==> src/rtl/rx_flow_pkg.sv <==
package rx_flow_pkg;
  typedef enum logic [1:0] {ST_IDLE, ST_START, ST_DATA, ST_STOP} rxState_t;

  typedef struct packed {
    logic shiftEn;   // capture one data bit
    logic bitVal;    // value of the captured bit
    logic charDone;  // stop bit sampled this cycle
    logic stopOk;    // stop bit was high
    logic busy;      // a character is in flight
  } rxStrobe_t;
endpackage

==> src/rtl/rx_flow_ctrl.sv <==
module rx_flow_ctrl
  import rx_flow_pkg::*;
#(
  parameter int DATA_BITS = 8,
  parameter int BAUD_W    = 8,
  parameter int OSR_W     = 5
) (
  input  logic              clk,
  input  logic              rstN,
  input  logic              rxd,
  input  logic [BAUD_W-1:0] baudDiv,
  input  logic [OSR_W-1:0]  osrSel,
  output rxStrobe_t         strb
);
  localparam int BITCNT_W = (DATA_BITS > 1) ? $clog2(DATA_BITS) : 1;
  localparam logic [BITCNT_W-1:0] LAST_BIT = BITCNT_W'(DATA_BITS - 1);

  logic rxMeta, rxSync;
  logic [BAUD_W-1:0] baudCnt;
  logic tick;
  logic [OSR_W-1:0] osCnt, osNext, midPt;
  logic [BITCNT_W-1:0] bitCnt;
  rxState_t state;

  // two-flop synchroniser for the asynchronous line
  always_ff @(posedge clk or negedge rstN) begin
    if (!rstN) begin
      rxMeta <= 1'b1;
      rxSync <= 1'b1;
    end else begin
      rxMeta <= rxd;
      rxSync <= rxMeta;
    end
  end

  // oversampling tick; >= keeps it live when the divider is lowered
  assign tick = (baudCnt >= baudDiv);
  always_ff @(posedge clk or negedge rstN) begin
    if (!rstN) baudCnt <= '0;
    else if (tick) baudCnt <= '0;
    else baudCnt <= baudCnt + 1'b1;
  end

  assign osNext = osCnt + 1'b1;
  assign midPt  = (osrSel >> 1) + OSR_W'(1);

  always_ff @(posedge clk or negedge rstN) begin
    if (!rstN) begin
      state  <= ST_IDLE;
      osCnt  <= '0;
      bitCnt <= '0;
    end else if (tick) begin
      unique case (state)
        ST_IDLE: begin
          if (!rxSync) begin
            state <= ST_START;
            osCnt <= '0;
          end
        end
        ST_START: begin
          if (osNext == midPt) begin
            osCnt  <= '0;
            bitCnt <= '0;
            state  <= rxSync ? ST_IDLE : ST_DATA;
          end else begin
            osCnt <= osNext;
          end
        end
        ST_DATA: begin
          if (osCnt == osrSel) begin
            osCnt  <= '0;
            bitCnt <= bitCnt + 1'b1;
            if (bitCnt == LAST_BIT) state <= ST_STOP;
          end else begin
            osCnt <= osNext;
          end
        end
        ST_STOP: begin
          if (osCnt == osrSel) begin
            osCnt <= '0;
            state <= ST_IDLE;
          end else begin
            osCnt <= osNext;
          end
        end
        default: state <= ST_IDLE;
      endcase
    end
  end

  always_comb begin
    strb          = '0;
    strb.bitVal   = rxSync;
    strb.stopOk   = rxSync;
    strb.busy     = (state != ST_IDLE);
    strb.shiftEn  = tick && (state == ST_DATA) && (osCnt == osrSel);
    strb.charDone = tick && (state == ST_STOP) && (osCnt == osrSel);
  end

  // a detected start bit makes the receiver busy on the next cycle
  a_r7_busy_after_detect: assert property (@(posedge clk) disable iff (!rstN)
    (state == ST_IDLE && tick && !rxSync) |=> strb.busy);

  // a start bit that is high at mid-bit returns to idle
  a_r8_false_start_idle: assert property (@(posedge clk) disable iff (!rstN)
    (state == ST_START && tick && osNext == midPt && rxSync) |=> (state == ST_IDLE));
endmodule

==> src/rtl/rx_flow_dp.sv <==
module rx_flow_dp
  import rx_flow_pkg::*;
#(
  parameter int DATA_BITS = 8
) (
  input  logic                 clk,
  input  logic                 rstN,
  input  rxStrobe_t            strb,
  input  logic                 readStb,
  input  logic                 rtsEnable,
  output logic [DATA_BITS-1:0] rxByte,
  output logic                 fullFlag,
  output logic                 frameErr,
  output logic                 overrunFlag,
  output logic                 rtsN
);
  logic [DATA_BITS-1:0] shiftReg;
  logic accept, readHit;

  assign readHit = readStb && fullFlag;
  assign accept  = strb.charDone && (!fullFlag || readStb);

  // bits arrive least significant first
  always_ff @(posedge clk or negedge rstN) begin
    if (!rstN) shiftReg <= '0;
    else if (strb.shiftEn) shiftReg <= {strb.bitVal, shiftReg[DATA_BITS-1:1]};
  end

  always_ff @(posedge clk or negedge rstN) begin
    if (!rstN) begin
      rxByte   <= '0;
      fullFlag <= 1'b0;
      frameErr <= 1'b0;
    end else if (accept) begin
      rxByte   <= shiftReg;
      fullFlag <= 1'b1;
      frameErr <= !strb.stopOk;
    end else if (readHit) begin
      fullFlag <= 1'b0;
      frameErr <= 1'b0;
    end
  end

  always_ff @(posedge clk or negedge rstN) begin
    if (!rstN) overrunFlag <= 1'b0;
    else if (strb.charDone && fullFlag && !readStb) overrunFlag <= 1'b1;
    else if (readHit) overrunFlag <= 1'b0;
  end

  // stop the sender while occupied or while a character is arriving
  assign rtsN = rtsEnable && (fullFlag || strb.busy);

  a_r2_fill_after_done: assert property (@(posedge clk) disable iff (!rstN)
    $rose(fullFlag) |-> $past(strb.charDone));

  a_r3_read_empties: assert property (@(posedge clk) disable iff (!rstN)
    (readStb && fullFlag && !strb.charDone) |=> !fullFlag);

  a_r4_err_needs_data: assert property (@(posedge clk) disable iff (!rstN)
    frameErr |-> fullFlag);

  a_r5_overrun_keeps_byte: assert property (@(posedge clk) disable iff (!rstN)
    $rose(overrunFlag) |-> $stable(rxByte));
endmodule

==> src/rtl/rx_flow_uart.sv <==
module rx_flow_uart
  import rx_flow_pkg::*;
#(
  parameter int DATA_BITS = 8,
  parameter int BAUD_W    = 8,
  parameter int OSR_W     = 5
) (
  input  logic                 clk,
  input  logic                 rstN,
  input  logic                 rxd,
  input  logic                 readStb,
  input  logic                 rtsEnable,
  input  logic [BAUD_W-1:0]    baudDiv,
  input  logic [OSR_W-1:0]     osrSel,
  output logic [DATA_BITS-1:0] rxByte,
  output logic                 fullFlag,
  output logic                 frameErr,
  output logic                 overrunFlag,
  output logic                 rtsN
);
  rxStrobe_t strb;

  rx_flow_ctrl #(.DATA_BITS(DATA_BITS), .BAUD_W(BAUD_W), .OSR_W(OSR_W)) u_ctrl (
    .clk(clk), .rstN(rstN), .rxd(rxd), .baudDiv(baudDiv), .osrSel(osrSel), .strb(strb)
  );

  rx_flow_dp #(.DATA_BITS(DATA_BITS)) u_dp (
    .clk(clk), .rstN(rstN), .strb(strb), .readStb(readStb), .rtsEnable(rtsEnable),
    .rxByte(rxByte), .fullFlag(fullFlag), .frameErr(frameErr),
    .overrunFlag(overrunFlag), .rtsN(rtsN)
  );

  // with flow control steady, rtsN only falls once the register is empty
  a_r6_rts_release: assert property (@(posedge clk) disable iff (!rstN)
    (rtsEnable && $past(rtsEnable) && $fell(rtsN)) |-> !fullFlag);
endmodule

==> config.mk <==
export PLATFORM = sky130hd
export DESIGN_NAME = rx_flow_uart
export DESIGN_NICKNAME = d
export VERILOG_FILES = /design/src/rtl/rx_flow_pkg.sv /design/src/rtl/rx_flow_ctrl.sv /design/src/rtl/rx_flow_dp.sv /design/src/rtl/rx_flow_uart.sv
export SDC_FILE = /design/constraint.sdc
export NUM_CORES = 1
export LEC_CHECK = 0
export BUFFER_PORTS_ARGS = -buffer_cell sky130_fd_sc_hd__buf_2
export CORE_UTILIZATION = 40
export DETAILED_ROUTE_END_ITERATION = 8
export PLACE_DENSITY_LB_ADDON = 0.05
export SETUP_SLACK_MARGIN = 0.5
export SLEW_MARGIN = 25
export SYNTH_ARGS = -nofsm -noshare
export SYNTH_HDL_FRONTEND = slang
export SYNTH_HIERARCHICAL = 1
export SYNTH_SLANG_ARGS = --single-unit
==> constraint.sdc <==
create_clock -name clk -period 4.9 [get_ports clk]
set_input_delay 0.49 -clock clk [delete_from_list [all_inputs] [get_ports clk]]
set_output_delay 0.49 -clock clk [all_outputs]
set_load 0.03 [all_outputs]
==> flow_metrics.tcl <==
set metrics [dict create \
    status "complete, no violations" \
    timing.final.crit_share_pct 60.6 \
    p_leak_nw 1.25 \
    post_cts_buffers 0 \
    clock_latency_ns 0.29 \
    crit_arrival_ns 3.14 \
    cts-root-buf "clkbuf_8" \
    cpMaxStageDelayCell "nor2_1" \
    finalCriticalPeriod_ns 2.97 \
    critPathBufInv 1 \
    synthDistinctLibCells 52 \
    synth-seq-cells 39 \
    grt_usage_pct 15.9 \
    area_growth_pct 13.0 \
    max_cap_violations 0 \
    finalSetupViolCount 0 \
    dieHeight_um 75.8 \
    h-tree-depth 2 \
    post_synth_inst_count 186 \
    synth_nets 217 \
    route.detailed.drc 0 \
    fp-row-count 26 \
    critPathKind "reg -> reg" \
    combPwrFrac_pct 35.3 \
    clkSinkCount 39 \
    drt_first_pass_iters 4 \
    multi_input_area_um2 1100 \
    tightestPinTransition_ns 0.879 \
    synth-xor-area-share_pct 9.08 \
    synth.mux.area_fraction_pct 11.2 \
    routedWlPerCell_um 13.7 \
    rr_endpoint "u_dp/shiftReg[7]" \
    synth_edf_count 0 \
    reg2reg_depth 8 \
    rsz0062_at_grt "false" \
    crit_required_ns 5.07 \
    grt_pass1_wl_um 6750 \
    endpoint_kind "register" \
    gr-total-overflow 0 \
    crit_cells 8 \
    viasPerCell 5.10 \
    swShare_pct 37.7 \
    relSlewSlack_pct 41.4 \
    holdCritPathClass "in -> reg" \
    setup_tns_ns 0 \
    synthSimpleGateAreaFrac_pct 12.2 \
    ys_seq_area_share_pct 44.9 \
    synth_area_leader_cell "dfrtp_1" \
    crit_start "u_ctrl/baudCnt[0]" \
    grt_max_degree 40 \
    synth-compound-area-share_pct 10.5 \
    vdd_ir_drop_max_mv 0.216 \
    endpoint "u_dp/shiftReg[7]" \
    cp_top_family "simple AND/OR/NAND/NOR gates" \
    cts_max_path_buffers 2 \
    ys_warn_count 6 \
    worstReg2RegStart "u_ctrl/baudCnt[0]" \
    ctsHoldBuffers 0 \
    synth_top_area_share_pct 42.5 \
    io_pins 30 \
    antenna_found_initial 0 \
    drive_gt1_share_pct 31.5 \
    num-fill-cells 478 \
    cts_tree "yes" \
    synth_area_per_cell_um2 11.7 \
    antenna_left 0 \
    grt_pass1_vias 1474 \
    drt_iter0_markers 56 \
    place.detailed.hpwl_um 2900 \
    reg2reg_slack_ns 1.93 \
    start_util_pct 42.1 \
    place_congestion 0.824 \
    cts_resized 0 \
    routed-via-count 1458 \
    yosys_most_used_dff "dfrtp_1" \
    synth_area_um2 2180 \
    fin_nets 246 \
    finalMaxSlewViolations 0 \
    path_clk_slew_ns 0.08 \
    path_cells "inv_1 > ha_1 > nand2b_1 > a211oi_1 > o221a_2 > nor2_1 > and3_1 > mux2_2" \
    synthAdderAreaFrac_pct 7.47 \
    clock.fmax_mhz 337 \
    finalWirelength_um 3920 \
    antenna_cells 0 \
    critPathLaunchType "register" \
    synthArstFlopShare_pct 100 \
    critPathMaxFanout 12 \
    p_seq_share_pct 43.9 \
    clock_skew_ns 0.0102 \
    synth.top_cells.by_area "dfrtp_1 (43%), ha_1 (7.5%), mux2_4 (5.5%)" \
    power.density_nw_per_um2 418 \
    cts_buffers 5 \
    port_buffers 29 \
    p_sw_w 0.000388 \
    pwr-share-clk_pct 20.8 \
    die_w_um 75.8 \
    p_int_w 0.000640 \
    finalHoldViolCount 0 \
    holdWs_ns 0.299 \
    cp_slowest_stage_delay_ns 0.60 \
    regArea_um2 978 \
    dieArea_um2 5740 \
    synth_top_family_by_area "simple AND/OR/NAND/NOR gates" \
    coreArea_um2 5170 \
]
[sequential cells by signal, indices dropped and copies added (netlist names), named ones only]
signal and flops:
u_dp/fullFlag 1, u_dp/frameErr 1, u_dp/overrunFlag 1, u_ctrl/rxSync 1
u_ctrl/bitCnt 3, u_ctrl/rxMeta 1, u_ctrl/osCnt 5, u_ctrl/baudCnt 8
u_ctrl/state 1, u_dp/shiftReg 8, u_dp/rxByte 8
[synthesized netlist by cell type (4+ instances only)]
cell / count
a22o_1: 4
nor2_1: 10
inv_1: 15
xor2_1: 9
and3_1: 4
xnor2_1: 9
nand3_1: 9
ha_1: 13
dfrtp_1: 37
mux2_2: 10
mux2_4: 8
[layout by cell type (no fill, tap or decap), drive strengths merged, types with 2 or more instances in the layout]
cell type	Yosys	routed
a211oi	2	2
o2111ai	2	2
o21ai	3	3
nand2	4	4
ha	13	13
nand3	10	10
inv	15	15
nor3	2	2
o21a	3	3
xnor2	10	10
xor2	9	9
buf	4	29
nor2	10	10
clkinvlp	0	2
dfrtp	37	37
nor4	3	3
a21oi	4	4
dfstp	2	2
mux2	19	19
clkbuf	3	5
nand2b	4	4
a22o	4	4
and3	5	5
[power groups by stage]
stage / clock, W / sequential [W] / combinational (W)
after floorplan: 0 / 0.000436 / 0.000302
final: 0.000214 / 0.000452 / 0.000363
after global routing: 0.000237 / 0.000463 / 0.000406
after global placement: 0 / 0.000455 / 0.000351
after detailed placement: 0 / 0.000459 / 0.000363
after CTS: 0.000225 / 0.000453 / 0.000365
[how the worst min path moves through the flow]
stage / startpoint / endpoint / slack [ns] / depth (start not counted)
final: rxd / u_ctrl/rxMeta / 0.30 / 1
after floorplan: rstN / async pin / 0.19 / 0
after CTS: rxd / u_ctrl/rxMeta / 0.29 / 1
after global routing: rxd / u_ctrl/rxMeta / 0.28 / 1
after detailed placement: u_ctrl/rxMeta / u_ctrl/rxSync / 0.35 / 0
after global placement: u_ctrl/rxMeta / u_ctrl/rxSync / 0.35 / 0
[layer usage]
layer	track usage, %	share of wire [%]
met5	0	0
met4	7.00	1.4
met3	3.31	3.4
met2	25.9	47
met1	20.4	48
[cells by family (layout without fill, tap and decap cells)]
family	Yosys count	count (layout)
compound gates	28	28
buf+inv	22	52
simple gates	45	45
mux	19	19
xor+xnor	20	20
flops	39	39
fa+ha+maj	13	13
[stage by stage]
stage,worst slack [ns],util (%),total power [W],cells,area [um2]
3_3_place_gp,1.66,45.7,0.000806,278,2360
5_1_grt,1.63,47.6,0.00111,286,2460
6_report,1.93,47.6,0.00103,286,2460
3_5_place_dp,1.55,45.7,0.000821,278,2360
2_1_floorplan,2.02,-,0.000737,186,2180
4_1_cts,1.61,47.4,0.00104,286,2450
[layout make-up]
cell class / count / share of cell area (%)
Inverter: 15 / 2.29
Timing Repair Buffer: 29 / 5.90
Tap cell: 70 / 3.56
Clock inverter: 3 / 0.814
Sequential cell: 39 / 39.8
Clock buffer: 5 / 2.80
Multi-Input combinational cell: 125 / 44.9
Power figures use the tool's default switching activity.
